===== src/rtl/sps_pkg.sv =====
package sps_pkg;
    localparam int NSTAGE     = 4;
    localparam int IDXW       = $clog2(NSTAGE);
    // Stages 0..CHAIN_LAST form a chain: each needs the one below it active.
    localparam int CHAIN_LAST = 2;

    typedef logic [IDXW-1:0]   idx_t;
    typedef logic [NSTAGE-1:0] vec_t;

    // Service priority for turn-off and turn-on actions (first entry wins).
    localparam idx_t OFF_ORDER [NSTAGE] = '{idx_t'(2), idx_t'(1), idx_t'(0), idx_t'(3)};
    localparam idx_t ON_ORDER  [NSTAGE] = '{idx_t'(0), idx_t'(1), idx_t'(2), idx_t'(3)};

    function automatic logic dep_on_ok(input int s, input vec_t st);
        if (s >= 1 && s <= CHAIN_LAST) return st[s-1];
        return 1'b1;
    endfunction

    function automatic logic dep_off_ok(input int s, input vec_t st);
        if (s < CHAIN_LAST) return !st[s+1];
        return 1'b1;
    endfunction
endpackage


===== src/rtl/sps_request.sv =====
module sps_request
    import sps_pkg::*;
(
    input  logic clk,
    input  logic rst_n,
    input  vec_t en_set,
    input  vec_t dis_set,
    output vec_t tgt
);
    typedef struct packed {
        vec_t tgt;
    } req_t;

    req_t req_d, req_q;

    always_comb begin
        req_d     = req_q;
        req_d.tgt = (req_q.tgt | en_set) & ~dis_set;
    end

    always_ff @(posedge clk) begin
        if (!rst_n) req_q <= '0;
        else        req_q <= req_d;
    end

    assign tgt = req_q.tgt;

    AST_DIS_WINS: assert property (@(posedge clk) disable iff (!rst_n)
        (|(en_set & dis_set)) |=> ((tgt & $past(en_set & dis_set)) == '0));
    AST_ZERO_WRITE_KEEPS: assert property (@(posedge clk) disable iff (!rst_n)
        (en_set == '0 && dis_set == '0) |=> $stable(tgt));
endmodule


===== src/rtl/sps_arbiter.sv =====
module sps_arbiter
    import sps_pkg::*;
(
    input  logic idle,
    input  vec_t tgt,
    input  vec_t status,
    output logic go,
    output idx_t go_idx,
    output logic go_on
);
    logic found;

    always_comb begin
        found  = 1'b0;
        go_idx = '0;
        go_on  = 1'b0;
        for (int p = 0; p < NSTAGE; p++) begin
            if (!found && !tgt[OFF_ORDER[p]] && status[OFF_ORDER[p]]
                && dep_off_ok(int'(OFF_ORDER[p]), status)) begin
                found  = 1'b1;
                go_idx = OFF_ORDER[p];
                go_on  = 1'b0;
            end
        end
        for (int p = 0; p < NSTAGE; p++) begin
            if (!found && tgt[ON_ORDER[p]] && !status[ON_ORDER[p]]
                && dep_on_ok(int'(ON_ORDER[p]), status)) begin
                found  = 1'b1;
                go_idx = ON_ORDER[p];
                go_on  = 1'b1;
            end
        end
        go = found && idle;
    end
endmodule


===== src/rtl/sps_settle.sv =====
module sps_settle #(
    parameter int CW        = 8,
    parameter int SETTLE_DEF = 4
) (
    input  logic          clk,
    input  logic          rst_n,
    input  logic          start,
    input  logic [CW-1:0] len,
    output logic          busy,
    output logic          done
);
    localparam logic [CW-1:0] DEF_LEN = CW'(SETTLE_DEF);

    typedef struct packed {
        logic          busy;
        logic [CW-1:0] cnt;
    } tmr_t;

    tmr_t tmr_d, tmr_q;
    logic [CW-1:0] eff_len;

    always_comb begin
        eff_len = (len == '0) ? DEF_LEN : len;
        tmr_d   = tmr_q;
        if (start) begin
            tmr_d.busy = 1'b1;
            tmr_d.cnt  = eff_len - CW'(1);
        end else if (tmr_q.busy) begin
            if (tmr_q.cnt == '0) tmr_d.busy = 1'b0;
            else                 tmr_d.cnt  = tmr_q.cnt - CW'(1);
        end
    end

    always_ff @(posedge clk) begin
        if (!rst_n) tmr_q <= '0;
        else        tmr_q <= tmr_d;
    end

    assign busy = tmr_q.busy;
    assign done = tmr_q.busy && (tmr_q.cnt == '0);

    AST_NO_START_WHILE_BUSY: assert property (@(posedge clk) disable iff (!rst_n)
        start |-> !busy);
endmodule


===== src/rtl/stage_power_seq.sv =====
module stage_power_seq #(
    parameter int CW         = 8,
    parameter int SETTLE_DEF = 4
) (
    input  logic                       clk,
    input  logic                       rst_n,
    input  logic [sps_pkg::NSTAGE-1:0] en_set,
    input  logic [sps_pkg::NSTAGE-1:0] dis_set,
    input  logic [CW-1:0]              settle_len,
    output logic [sps_pkg::NSTAGE-1:0] stage_on,
    output logic [sps_pkg::NSTAGE-1:0] status
);
    import sps_pkg::*;

    typedef struct packed {
        vec_t on;
        vec_t st;
        idx_t idx;
    } seq_t;

    seq_t seq_d, seq_q;
    vec_t tgt;
    logic go, go_on, busy, done;
    idx_t go_idx;

    sps_request u_req (
        .clk    (clk),
        .rst_n  (rst_n),
        .en_set (en_set),
        .dis_set(dis_set),
        .tgt    (tgt)
    );

    sps_arbiter u_arb (
        .idle  (!busy),
        .tgt   (tgt),
        .status(seq_q.st),
        .go    (go),
        .go_idx(go_idx),
        .go_on (go_on)
    );

    sps_settle #(.CW(CW), .SETTLE_DEF(SETTLE_DEF)) u_tmr (
        .clk  (clk),
        .rst_n(rst_n),
        .start(go),
        .len  (settle_len),
        .busy (busy),
        .done (done)
    );

    always_comb begin
        seq_d = seq_q;
        if (go) begin
            seq_d.on[go_idx] = go_on;
            seq_d.idx        = go_idx;
        end
        if (done) seq_d.st[seq_q.idx] = seq_q.on[seq_q.idx];
    end

    always_ff @(posedge clk) begin
        if (!rst_n) seq_q <= '0;
        else        seq_q <= seq_d;
    end

    assign stage_on = seq_q.on;
    assign status   = seq_q.st;

    AST_ONE_AT_A_TIME: assert property (@(posedge clk) disable iff (!rst_n)
        $countones(stage_on ^ status) <= 1);
    AST_STATUS_FOLLOWS: assert property (@(posedge clk) disable iff (!rst_n)
        (status != $past(status)) |-> (status == stage_on));
    AST_SYNC_NEEDS_CLK: assert property (@(posedge clk) disable iff (!rst_n)
        stage_on[1] |-> status[0]);
    AST_DISP_NEEDS_SYNC: assert property (@(posedge clk) disable iff (!rst_n)
        stage_on[2] |-> status[1]);
    AST_CLK_OFF_AFTER_SYNC: assert property (@(posedge clk) disable iff (!rst_n)
        $fell(stage_on[0]) |-> !status[1]);
endmodule


===== config.mk =====
export PLATFORM = sky130hd
export DESIGN_NAME = stage_power_seq
export DESIGN_NICKNAME = d
export VERILOG_FILES = /design/src/rtl/sps_pkg.sv /design/src/rtl/sps_request.sv /design/src/rtl/sps_arbiter.sv /design/src/rtl/sps_settle.sv /design/src/rtl/stage_power_seq.sv
export SDC_FILE = /design/constraint.sdc
export NUM_CORES = 1
export LEC_CHECK = 0
export CORE_MARGIN = 1
export CORE_UTILIZATION = 45
export DETAILED_ROUTE_END_ITERATION = 8
export PLACE_DENSITY = 0.72
export SETUP_SLACK_MARGIN = 0.2
export SYNTH_ARGS = -nofsm -noshare
export SYNTH_HDL_FRONTEND = slang
export SYNTH_SLANG_ARGS = --single-unit

===== constraint.sdc =====
create_clock -name clk -period 2 [get_ports clk]
set_clock_uncertainty 0.15 [all_clocks]
set_input_delay 0.6 -clock clk [delete_from_list [all_inputs] [get_ports clk]]
set_output_delay 0.6 -clock clk [all_outputs]
set_load 0.05 [all_outputs]

==> impl_metrics.toml <==
[outcome]
run_status = "finished clean"

[timing]
max_slew_margin_pct = 75.3
tightestPinTransition_ns = 0.370
setup-violations-final = 0
timing.final.crit_period_ns = 1.97
timing_hold_violations_final = 0
tns_ns = 0
unrepaired_setup_endpoints_after_global_routing = "true"
report.final.slew_viol_count = 0
hold-worst-slack_ns = 0.345
fin_ws_ns = 0.0257
fmaxAchievable_mhz = 507
min_period_over_period_pct = 98.7

[logic_synthesis]
netlist-cell-type-count = 49
synth_flop_cell = "sky130_fd_sc_hd__dfxtp_1"
post_synth.cell_area_avg_um2 = 8.45
post_synth_instance_area_mm2 = 0.00149
ys_seq_elements = 23
synth_nets = 197
number_of_enable_type_register_cells_in_the_synthesized_netlist = 0
ys.warnings.count = 0
async_flop_share_pct = 0
netlist_instances = 176
synth_sequential_area_ratio_pct = 31.0

[place]
dpl_worst_slack_ns = -0.763
dpl.hpwl_um = 3160
buffer_ports.inserted = 25
place_congestion = 0.900
dpl.cell_count = 268

[cts]
clkTransAtPathRegs_ns = 0.14
cts-buffers-inserted = 3
clockRootBuffer = "sky130_fd_sc_hd__clkbuf_4"
clk_latency_ns = 0.33
cts.sink_count = 23
tritoncts_clock_tree = "built"
htree_levels = 1
clock_tree.buffer_depth = 2

[global_routing]
grt_util_all_layers_pct = 27.9
number_of_antenna_violations_at_the_first_check_in_global_routing = 0
grt_remaining_overflow = 0
pin_count_of_the_biggest_net_entering_global_routing = 14
first_pass_grt_wire_length_um = 7290
grt_pass1_vias = 1590

[routing]
drt-initial-drc-count = 69
route.antenna.remaining_nets = 0
wirelength_um = 5010
route.detailed.wl_per_inst_um = 17.4
remaining_drc_errors = 0
avgViaCountPerCell = 5.85
dr.pass1.iters = 5
via_count = 1680

[cells_and_area]
multi_input_area_mm2 = 0.00116
layout.cells.most_common = "sky130_fd_sc_hd__buf_4"
final_util_pct = 77.7
fillers = 224
final_cell_count_no_fill = 287
register_area_um2 = 475
diodes = 0
most_used_cells_in_the_layout_excluding_fill_and_tap_cells = "sky130_fd_sc_hd__buf_4, sky130_fd_sc_hd__dfxtp_1, sky130_fd_sc_hd__nand2_1, sky130_fd_sc_hd__clkdlybuf4s50_1"
syn2layout_area_growth_pct = 62.2
finalNetCount = 265
post_route_cells_drive_above_1_share_pct = 45.7

[worst_setup_path]
criticalPathCategory = "reg -> reg"
worst_setup_path_start_kind = "flip-flop"
crit_required_ns = 2.09
crit_path_end_kind = "flip-flop"
crit_start = "u_tmr.tmr_q[2]"
r2r_slack_ns = 0.03
cp.arrival_ns = 2.06
critPathMaxFanout = 3
reg2reg_from = "u_tmr.tmr_q[2]"

[floorplanning]
count_of_standard_cell_rows = 20
die_w_um = 59.5
floorplan.die.height_um = 59.5
die_area_mm2 = 0.00354
placeableCoreArea_mm2 = 0.00310
num_io_pins = 26
initial_utilization_pct = 47.9

[min_path]
hold_path_class = "reg -> reg"
worst_hold_startpoint = "stage_on[3]"

[power_and_ir_drop]
power.share.combinational_pct = 41.0
power.switching_fraction_pct = 35.6
max-vdd-ir-drop_v = 0.000473
power.internal_w = 0.000839
power-per-cell-area_mw_per_mm2 = 540
share_clk_of_total_power_pct = 17.7
share_seq_of_total_power_pct = 41.2
net-switching-power_w = 0.000464
p_leak_nw = 0.978

[flow_run]
drv.max_cap_violation_count = 0
[cell usage after synthesis, types with 3 or more instances]
cell / instances / area, µm²
sky130_fd_sc_hd__dfxtp_1: 23 / 460
sky130_fd_sc_hd__a21oi_1: 13 / 65.1
sky130_fd_sc_hd__nand2_1: 10 / 37.5
sky130_fd_sc_hd__nand3_1: 10 / 50.1
sky130_fd_sc_hd__o21ai_0: 9 / 45.0
sky130_fd_sc_hd__buf_4: 8 / 60.1
sky130_fd_sc_hd__inv_1: 8 / 30.0
sky130_fd_sc_hd__nor2_1: 7 / 26.3
sky130_fd_sc_hd__nor3b_1: 7 / 52.6
sky130_fd_sc_hd__xor2_1: 7 / 61.3
sky130_fd_sc_hd__nor2b_1: 5 / 31.3
sky130_fd_sc_hd__clkbuf_1: 4 / 15.0
sky130_fd_sc_hd__nand2b_1: 4 / 25.0
sky130_fd_sc_hd__nor4_1: 4 / 25.0
sky130_fd_sc_hd__a211oi_1: 3 / 22.5
sky130_fd_sc_hd__a22oi_1: 3 / 22.5
sky130_fd_sc_hd__ha_1: 3 / 37.5
sky130_fd_sc_hd__mux2i_1: 3 / 30.0
sky130_fd_sc_hd__nand3b_1: 3 / 22.5
sky130_fd_sc_hd__o21ai_1: 3 / 15.0
sky130_fd_sc_hd__or4_1: 3 / 22.5
sky130_fd_sc_hd__xnor2_1: 3 / 26.3
[routing by layer]
metal	routed length (µm)	vias up	global-route usage (%)
li1	-	786	-
met1	2000	827	30.5
met2	2740	52	52.5
met3	156	15	4.80
met4	110	0	10.9
met5	0	-	0
[power groups by stage]
stage	combinational (W)	sequential, W	clock, W
2_1_floorplan	0.000258	0.000543	0
3_3_place_gp	0.000427	0.000538	0
3_5_place_dp	0.000445	0.000539	0
4_1_cts	0.000499	0.000531	0.000235
5_1_grt	0.000569	0.000540	0.000249
6_report	0.000535	0.000538	0.000231
[registers in the layout, summed over array words and instances, names as in the netlist]
| signal | cells |
|---|---|
| u_tmr.busy | 1 |
| u_tmr.tmr_q | 8 |
| u_req.tgt | 4 |
| status | 4 |
| stage_on | 4 |
| seq_q | 2 |
[final timing paths]
check,end,depth (start not counted)
hold reg to reg,stage_on[3],2
setup / recovery,status[2],6
hold / removal,stage_on[3],2
setup reg to reg,status[2],6
[critical path, cell delays in order, from the launching register on]
cell,delay [ns]
sky130_fd_sc_hd__dfxtp_2,0.35
sky130_fd_sc_hd__or4_4,0.56
sky130_fd_sc_hd__nor4b_4,0.26
sky130_fd_sc_hd__buf_4,0.19
sky130_fd_sc_hd__nand2_2,0.06
sky130_fd_sc_hd__o211ai_1,0.21
sky130_fd_sc_hd__o31ai_1,0.09
[cells by family after synthesis]
kind of cell | after synthesis | synth area share (%)
simple gates | 62 | 25.0
flops | 23 | 31.0
mux | 4 | 2.78
fa+ha+maj | 4 | 3.20
compound gates | 51 | 24.0
xor+xnor | 10 | 5.89
buf+inv | 22 | 8.16
[layout make-up]
class	count	share of cell area, %
multi-input combinational	132	48.0
timing repair buffer	76	27.6
sequential	23	19.7
tap	44	2.28
inverter	8	1.25
clock buffer	3	0.934
clock inverter	1	0.208
[per-stage QoR]
step / total power, W / instance area [µm²]
3_5_place_dp: 0.000984 / 2030
3_3_place_gp: 0.000965 / 2030
6_report: 0.00130 / 2410
2_1_floorplan: 0.000801 / 1510
4_1_cts: 0.00126 / 2240
5_1_grt: 0.00136 / 2410
[timing repair]
action / CTS / global route
hold buffers: 0 / 0
gates cloned: 1 / 0
buffers inserted: 8 / 6
resized for setup: 48 / 30
endpoints found under the setup margin: 18 / 21
pin swaps: 19 / 14
Power figures use the tool's default switching activity.
